$ cat src/rtl/sram_async_ctrl.sv
module sram_async_ctrl #(
  parameter int CLK_NS  = 4,
  parameter int T_AA_NS = 10,
  parameter int T_RC_NS = 10,
  parameter int T_WP_NS = 10,
  parameter int T_WC_NS = 10,
  parameter int T_DW_NS = 7,
  parameter int T_WZ_NS = 3,
  parameter int AW      = 15,
  parameter int DW      = 8
) (
  input  logic          clk,
  input  logic          rst_n,
  input  logic          req_valid,
  output logic          req_ready,
  input  logic          req_write,
  input  logic [AW-1:0] req_addr,
  input  logic [DW-1:0] req_wdata,
  output logic          rsp_valid,
  output logic [DW-1:0] rsp_rdata,
  output logic [AW-1:0] sram_addr,
  output logic          sram_cs_n,
  output logic          sram_oe_n,
  output logic          sram_we_n,
  output logic [DW-1:0] sram_dq_out,
  output logic          sram_dq_oe,
  input  logic [DW-1:0] sram_dq_in
);

  function automatic int cyc(input int ns);
    int c;
    c = (ns + CLK_NS - 1) / CLK_NS;
    return (c < 1) ? 1 : c;
  endfunction

  function automatic int imax(input int a, input int b);
    return (a > b) ? a : b;
  endfunction

  localparam int RD_CYC  = cyc(imax(T_AA_NS, T_RC_NS));
  localparam int DRV_DLY = cyc(T_WZ_NS);
  localparam int WP_CYC  = imax(imax(cyc(T_WP_NS), DRV_DLY + cyc(T_DW_NS)), cyc(T_WC_NS) - 1);
  localparam int CNT_W   = $clog2(imax(RD_CYC, WP_CYC) + 1);

  localparam logic [CNT_W-1:0] RD_LAST  = CNT_W'(RD_CYC);
  localparam logic [CNT_W-1:0] WP_LAST  = CNT_W'(WP_CYC);
  localparam logic [CNT_W-1:0] DRV_AT   = CNT_W'(DRV_DLY);
  localparam logic [CNT_W-1:0] CNT_ONE  = CNT_W'(1);

  typedef enum logic [2:0] {S_IDLE, S_RD, S_RD_GAP, S_WSET, S_WPUL, S_WREL} state_t;

  state_t          st;
  logic [CNT_W-1:0] cnt;

  assign req_ready = (st == S_IDLE);

  always_ff @(posedge clk or negedge rst_n) begin
    if (!rst_n) begin
      st          <= S_IDLE;
      cnt         <= '0;
      sram_addr   <= '0;
      sram_cs_n   <= 1'b1;
      sram_oe_n   <= 1'b1;
      sram_we_n   <= 1'b1;
      sram_dq_out <= '0;
      sram_dq_oe  <= 1'b0;
      rsp_valid   <= 1'b0;
      rsp_rdata   <= '0;
    end else begin
      rsp_valid <= 1'b0;
      case (st)
        S_IDLE: if (req_valid) begin
          sram_addr <= req_addr;
          sram_cs_n <= 1'b0;
          cnt       <= CNT_ONE;
          if (req_write) begin
            sram_dq_out <= req_wdata;
            st          <= S_WSET;
          end else begin
            sram_oe_n <= 1'b0;
            st        <= S_RD;
          end
        end
        S_RD: if (cnt == RD_LAST) begin
          rsp_rdata <= sram_dq_in;
          rsp_valid <= 1'b1;
          sram_cs_n <= 1'b1;
          sram_oe_n <= 1'b1;
          st        <= S_RD_GAP;
        end else begin
          cnt <= cnt + CNT_ONE;
        end
        S_RD_GAP: st <= S_IDLE;
        S_WSET: begin
          sram_we_n <= 1'b0;
          cnt       <= CNT_ONE;
          st        <= S_WPUL;
        end
        S_WPUL: begin
          if (cnt == DRV_AT) sram_dq_oe <= 1'b1;
          if (cnt == WP_LAST) begin
            sram_we_n <= 1'b1;
            sram_cs_n <= 1'b1;
            st        <= S_WREL;
          end else begin
            cnt <= cnt + CNT_ONE;
          end
        end
        S_WREL: begin
          sram_dq_oe <= 1'b0;
          st         <= S_IDLE;
        end
        default: st <= S_IDLE;
      endcase
    end
  end

  AST_ADDR_HELD: assert property (@(posedge clk) disable iff (!rst_n)
    (!sram_cs_n && !sram_we_n) |=> ((sram_cs_n || sram_we_n) || $stable(sram_addr)));
  AST_OE_HIGH_IN_STORE: assert property (@(posedge clk) disable iff (!rst_n)
    !sram_we_n |-> (sram_oe_n && !sram_cs_n));
  AST_DRIVE_AFTER_STROBE: assert property (@(posedge clk) disable iff (!rst_n)
    sram_dq_oe |-> (sram_oe_n && !$past(sram_we_n)));
  AST_RSP_ONE_CYCLE: assert property (@(posedge clk) disable iff (!rst_n)
    rsp_valid |=> !rsp_valid);
  AST_READY_QUIET: assert property (@(posedge clk) disable iff (!rst_n)
    req_ready |-> (sram_cs_n && sram_oe_n && sram_we_n && !sram_dq_oe));
  AST_RSP_AFTER_READ: assert property (@(posedge clk) disable iff (!rst_n)
    $rose(rsp_valid) |-> $past(!sram_oe_n && !sram_cs_n));

endmodule

$ cat config.mk
export PLATFORM = sky130hd
export DESIGN_NAME = sram_async_ctrl
export DESIGN_NICKNAME = d
export VERILOG_FILES = /design/src/rtl/sram_async_ctrl.sv
export SDC_FILE = /design/constraint.sdc
export NUM_CORES = 1
export LEC_CHECK = 0
export ABC_AREA = 0
export BUFFER_PORTS_ARGS = -buffer_cell sky130_fd_sc_hd__buf_2
export CAP_MARGIN = 20
export CORE_UTILIZATION = 42
export CTS_CLUSTER_SIZE = 20
export DETAILED_ROUTE_END_ITERATION = 16
export PLACE_DENSITY = 0.72
export REMOVE_ABC_BUFFERS = 1
export SLEW_MARGIN = 25
export SYNTH_ARGS = -nofsm -noshare
export SYNTH_HDL_FRONTEND = slang
export SYNTH_SLANG_ARGS = --single-unit
$ cat constraint.sdc
create_clock -name clk -period 4.75 [get_ports clk]
set_input_delay 0.95 -clock clk [delete_from_list [all_inputs] [get_ports clk]]
set_output_delay 0.95 -clock clk [all_outputs]
set_load 0.05 [all_outputs]
Word level (Yosys, flattened, before mapping) --
Index checks and enable logic that the tools add are counted.
Operators by class: equal/unequal tests 13, add/subtract/negate cells 1, reduce and logical (&&, ||, !) cells 16, multiplexer cells 19
Operator list (number):
- $ne A2 B2 Y1 const B | 6
- $pmux W3 S4 | 1
- $reduce_and A3 Y1 | 4
- $mux W3 | 3
- $pmux W1 S2 | 4
- $reduce_and A2 Y1 | 4
- $reduce_bool A2 Y1 | 4
- $mux W1 | 7
- $eq A3 B3 Y1 const B | 2
- $mux W2 | 3
- $pmux W2 S3 | 1
- $reduce_and A4 Y1 | 1
- $eq A3 B1 Y1 const B | 1
- $eq A3 B2 Y1 const B | 1
- $logic_not A3 Y1 | 1
- $reduce_bool A3 Y1 | 1
- $add A2 B1 Y2 const B | 1
- $eq A2 B1 Y1 const B | 1
- $eq A2 B2 Y1 const B | 1
- $ne A2 B1 Y1 const B | 1
- $reduce_or A2 Y1 | 1
Word-level totals: output and inout port bits 37, word-level logic and storage cells 59, flip-flop bits (word level) 41

Logic depth before layout (Yosys ltp) --
word-level depth 4, gate-level depth with buffers 5, depth with buffers taken out 5

Worst setup path before layout --
Ideal clock, no wire load.
path kind flip-flop to output port, start register st[0], end output req_ready, data arrival time 1.661 ns, cell stages (with the launch flop) 3, required time 3.800 ns, path slack 2.139 ns, path through dfrtp_1 > buf_2 > nor3_1
On the way: longest elaborated chain between the ends 1
Ends and longest elaborated chain:
- start: declaration | line 52 | state_t st;
- start signal: assignment | line 59 | st <= S_IDLE;
- start signal: assignment | line 78 | st <= S_WSET;
- start signal: assignment | line 81 | st <= S_RD;
- $logic_not A3 Y1 | line 55 | assign req_ready = (st == S_IDLE);
- end: declaration | line 15 | output logic req_ready,
Every way passes these cells.

Worst setup path in the final report --
Ends and elaborated chain as after synthesis.

==> run_results.csv <==
group,metric,value,unit
logic_synthesis,synth-xor-area-share,0.5102,%
critical_path,end_kind,"output port",
finish,antenna_cells,0,
global_routing,grt_pass1_wl,5.678,mm
logic_synthesis,synth_top_family_by_area,"multiplexers",
global_routing,antenna_found_initial,0,
clock_tree,cts_buffer_depth,2,
floorplanning,fp.dieW,65.93,µm
clock_tree,cts_num_sinks,41,
finish,final_cell_mix,"buf_2 (71), dfrtp_1 (38), mux2_2 (32)",
sta,finalCritPeriodShare,48.62,%
place,place.gp.congestion,0.7886,
clock_tree,post_cts_resized,0,
critical_path,crit_arrival,1.36,ns
routing,drc,0,
sta,final.setup.tns,0,ns
place,place_hpwl,2.609,mm
clock_tree,cts_buffers,5,
floorplanning,die_h,65.93,µm
finish,fillCellCount,323,
sta,slew-limit-headroom,41.46,%
logic_synthesis,yosysSeqAreaShare,59.99,%
place,portBuffers,71,
sta,fmax,0.4330,GHz
finish,nets,232,
critical_path,critPathMaxFanout,11,
clock_tree,cts-root-buf,"clkbuf_8",
critical_path,startpoint_type,"register",
logic_synthesis,yosys.cell_types.count,28,
clock_tree,ctsHoldBuffers,0,
logic_synthesis,synth_compound_area_share,5.539,%
finish,drive_gt1_share,58.97,%
clock_tree,cts_tree,"yes",
sta,maxSlewViolCount,0,
sta,fin_crit,2.310,ns
logic_synthesis,synth_warnings,0,
critical_path,cp_data_required_time,3.80,ns
critical_path,crit_type,"register to output port",
logic_synthesis,synthesis.area,1717,µm²
sta,rsz0062_at_grt,"no",
routing,wl_per_cell,14.26,µm
routing,firstDrtPassIters,4,
sta,worst_pin_slew,0.8781,ns
global_routing,track_usage,17.84,%
finish,syn_to_final_growth,27.55,%
routing,vias_per_cell,4.971,
routing,via_count,1208,
clock_tree,htree_levels,2,
global_routing,grt_max_degree,42,
logic_synthesis,synthAdderAreaFrac,2.187,%
logic_synthesis,syn_inst,120,
logic_synthesis,muxShareOfSynthArea,21.57,%
job,maxCapViolCount,0,
global_routing,grt_pass1_vias,1265,
sta,clock_skew,0.003504,ns
global_routing,grt_overflow,0,
routing,wl,3.466,mm
clock_tree,clkSlewWorstSetupHoldPaths,0.07,ns
logic_synthesis,syn_avg_cell_area,14.31,µm²
floorplanning,row_count,22,
sta,report.final.hold_viol_count,0,
clock_tree,clkLatencyLatePin,0.28,ns
floorplanning,fp.coreArea,3799,µm²
logic_synthesis,synth-simple-area-share,6.560,%
sta,setup_viol,0,
logic_synthesis,ys_seq_elements,41,
clock_tree,post-cts-setup-buffers,0,
floorplanning,die-area,4347,µm²
finish,layout_commonest_cell,"buf_2",
floorplanning,ios,72,
worst_hold_path,hold_path.class,"register to register",
routing,drtIter0Drc,99,
outcome,status,"complete, no violations",
routing,postRouteAntennaNets,0,
floorplanning,initial_core_util,45.19,%
==> path summary, 6_finish.rpt <==
| check | cells past startpoint | end | slack, ns | startpoint |
|---|---|---|---|---|
| worst min register to register | 1 | sram_dq_out[6]$_DFFE_PN0P_ | 0.50 | sram_dq_out[6]$_DFFE_PN0P_ |
| worst max-delay path | 2 | req_ready | 2.44 | st[0]$_DFFE_PN0P_ |
| min in group asynchronous | 1 | sram_dq_oe$_DFFE_PN0P_ | 0.78 | rst_n |
| worst min-delay path | 1 | sram_dq_out[6]$_DFFE_PN0P_ | 0.50 | sram_dq_out[6]$_DFFE_PN0P_ |
| worst max register to register | 4 | cnt[0]$_DFFE_PN0P_ | 2.79 | st[0]$_DFFE_PN0P_ |
| max in group asynchronous | 1 | rsp_rdata[6]$_DFFE_PN0P_ | 3.41 | rst_n |
==> cell type report <==
class                   instances  area [µm²]  share of cell area (%)
flip-flops and latches         41        1030                   47.03
well taps                      48       60.06                   2.743
multi-input cells              68       624.3                   28.51
inverters                       6       22.52                   1.029
repair buffers                 72       362.8                   16.57
clock buffers                   8       90.09                   4.114
==> state kept, by name, indices dropped and copies added (netlist names) <==
register / cells
st: 3
sram_dq_oe: 1
sram_cs_n: 1
sram_we_n: 1
sram_oe_n: 1
rsp_valid: 1
sram_dq_out: 8
rsp_rdata: 8
sram_addr: 15
cnt: 2
==> critical path, stage by stage (launching register included) <==
cell and delay [ns]:
dfrtp_1 0.54, nor3_1 0.24, buf_2 0.29
==> Yosys cell counts <==
cell      number  area, µm²
nor4b_1        1      8.760
o2111a_1       1      11.26
nand2b_1       1      6.260
mux2_2        32      360.4
a21o_1         1      7.510
nand3_1        4      20.02
dfstp_2        3      78.83
buf_2          2      10.01
nand2_4        1      11.26
a31oi_1        1      6.260
buf_6          2      22.52
a21oi_1        6      30.03
nor4b_4        1      23.77
mux2i_1        1      10.01
xor2_1         1      8.760
a21boi_0       1      7.510
nand2_1        2      7.510
nor3_1         2      10.01
and3_1         1      6.260
buf_4          1      7.510
and2b_1        2      15.01
ha_1           3      37.54
dfrtp_1       38      950.9
o21ai_0        3      15.01
nor2_1         1      3.750
inv_1          6      22.52
a311oi_1       1      8.760
o41ai_1        1      8.760
==> through the flow <==
step / instance area, µm² / hold WS, ns / worst slack, ns / util (%) / cells
floorplan: 1677 / 0.5467 / 2.194 / - / 115
global placement: 2092 / 0.4749 / 2.193 / 55.07 / 234
detailed placement: 2092 / 0.4855 / 2.098 / 55.07 / 234
CTS: 2182 / 0.5007 / 2.417 / 57.44 / 242
global route: 2190 / 0.5263 / 2.369 / 57.64 / 243
finish: 2190 / 0.5002 / 2.440 / 57.64 / 243
==> kinds of logic (layout without fill, tap and decap cells) <==
group / Yosys count / count (layout)
DFF: 41 / 41
and+or+nand+nor: 16 / 16
muxes: 33 / 33
adders and majority gates: 3 / 3
AOI/OAI and AO/OA: 15 / 15
xor gates and xnor gates: 1 / 1
buffers and inverters: 11 / 86
==> routing by layer <==
metal  track usage (%)  up-vias  routed length, µm
met5                 0        -                  0
met4             7.181        0                 45
met2             31.63       37               1890
met1             20.22      596               1358
li1                  -      570                  -
met3             4.655        5                171
Power is not shown: default switching activity piles up to over one toggle a cycle in this logic, so the estimate is an artifact.
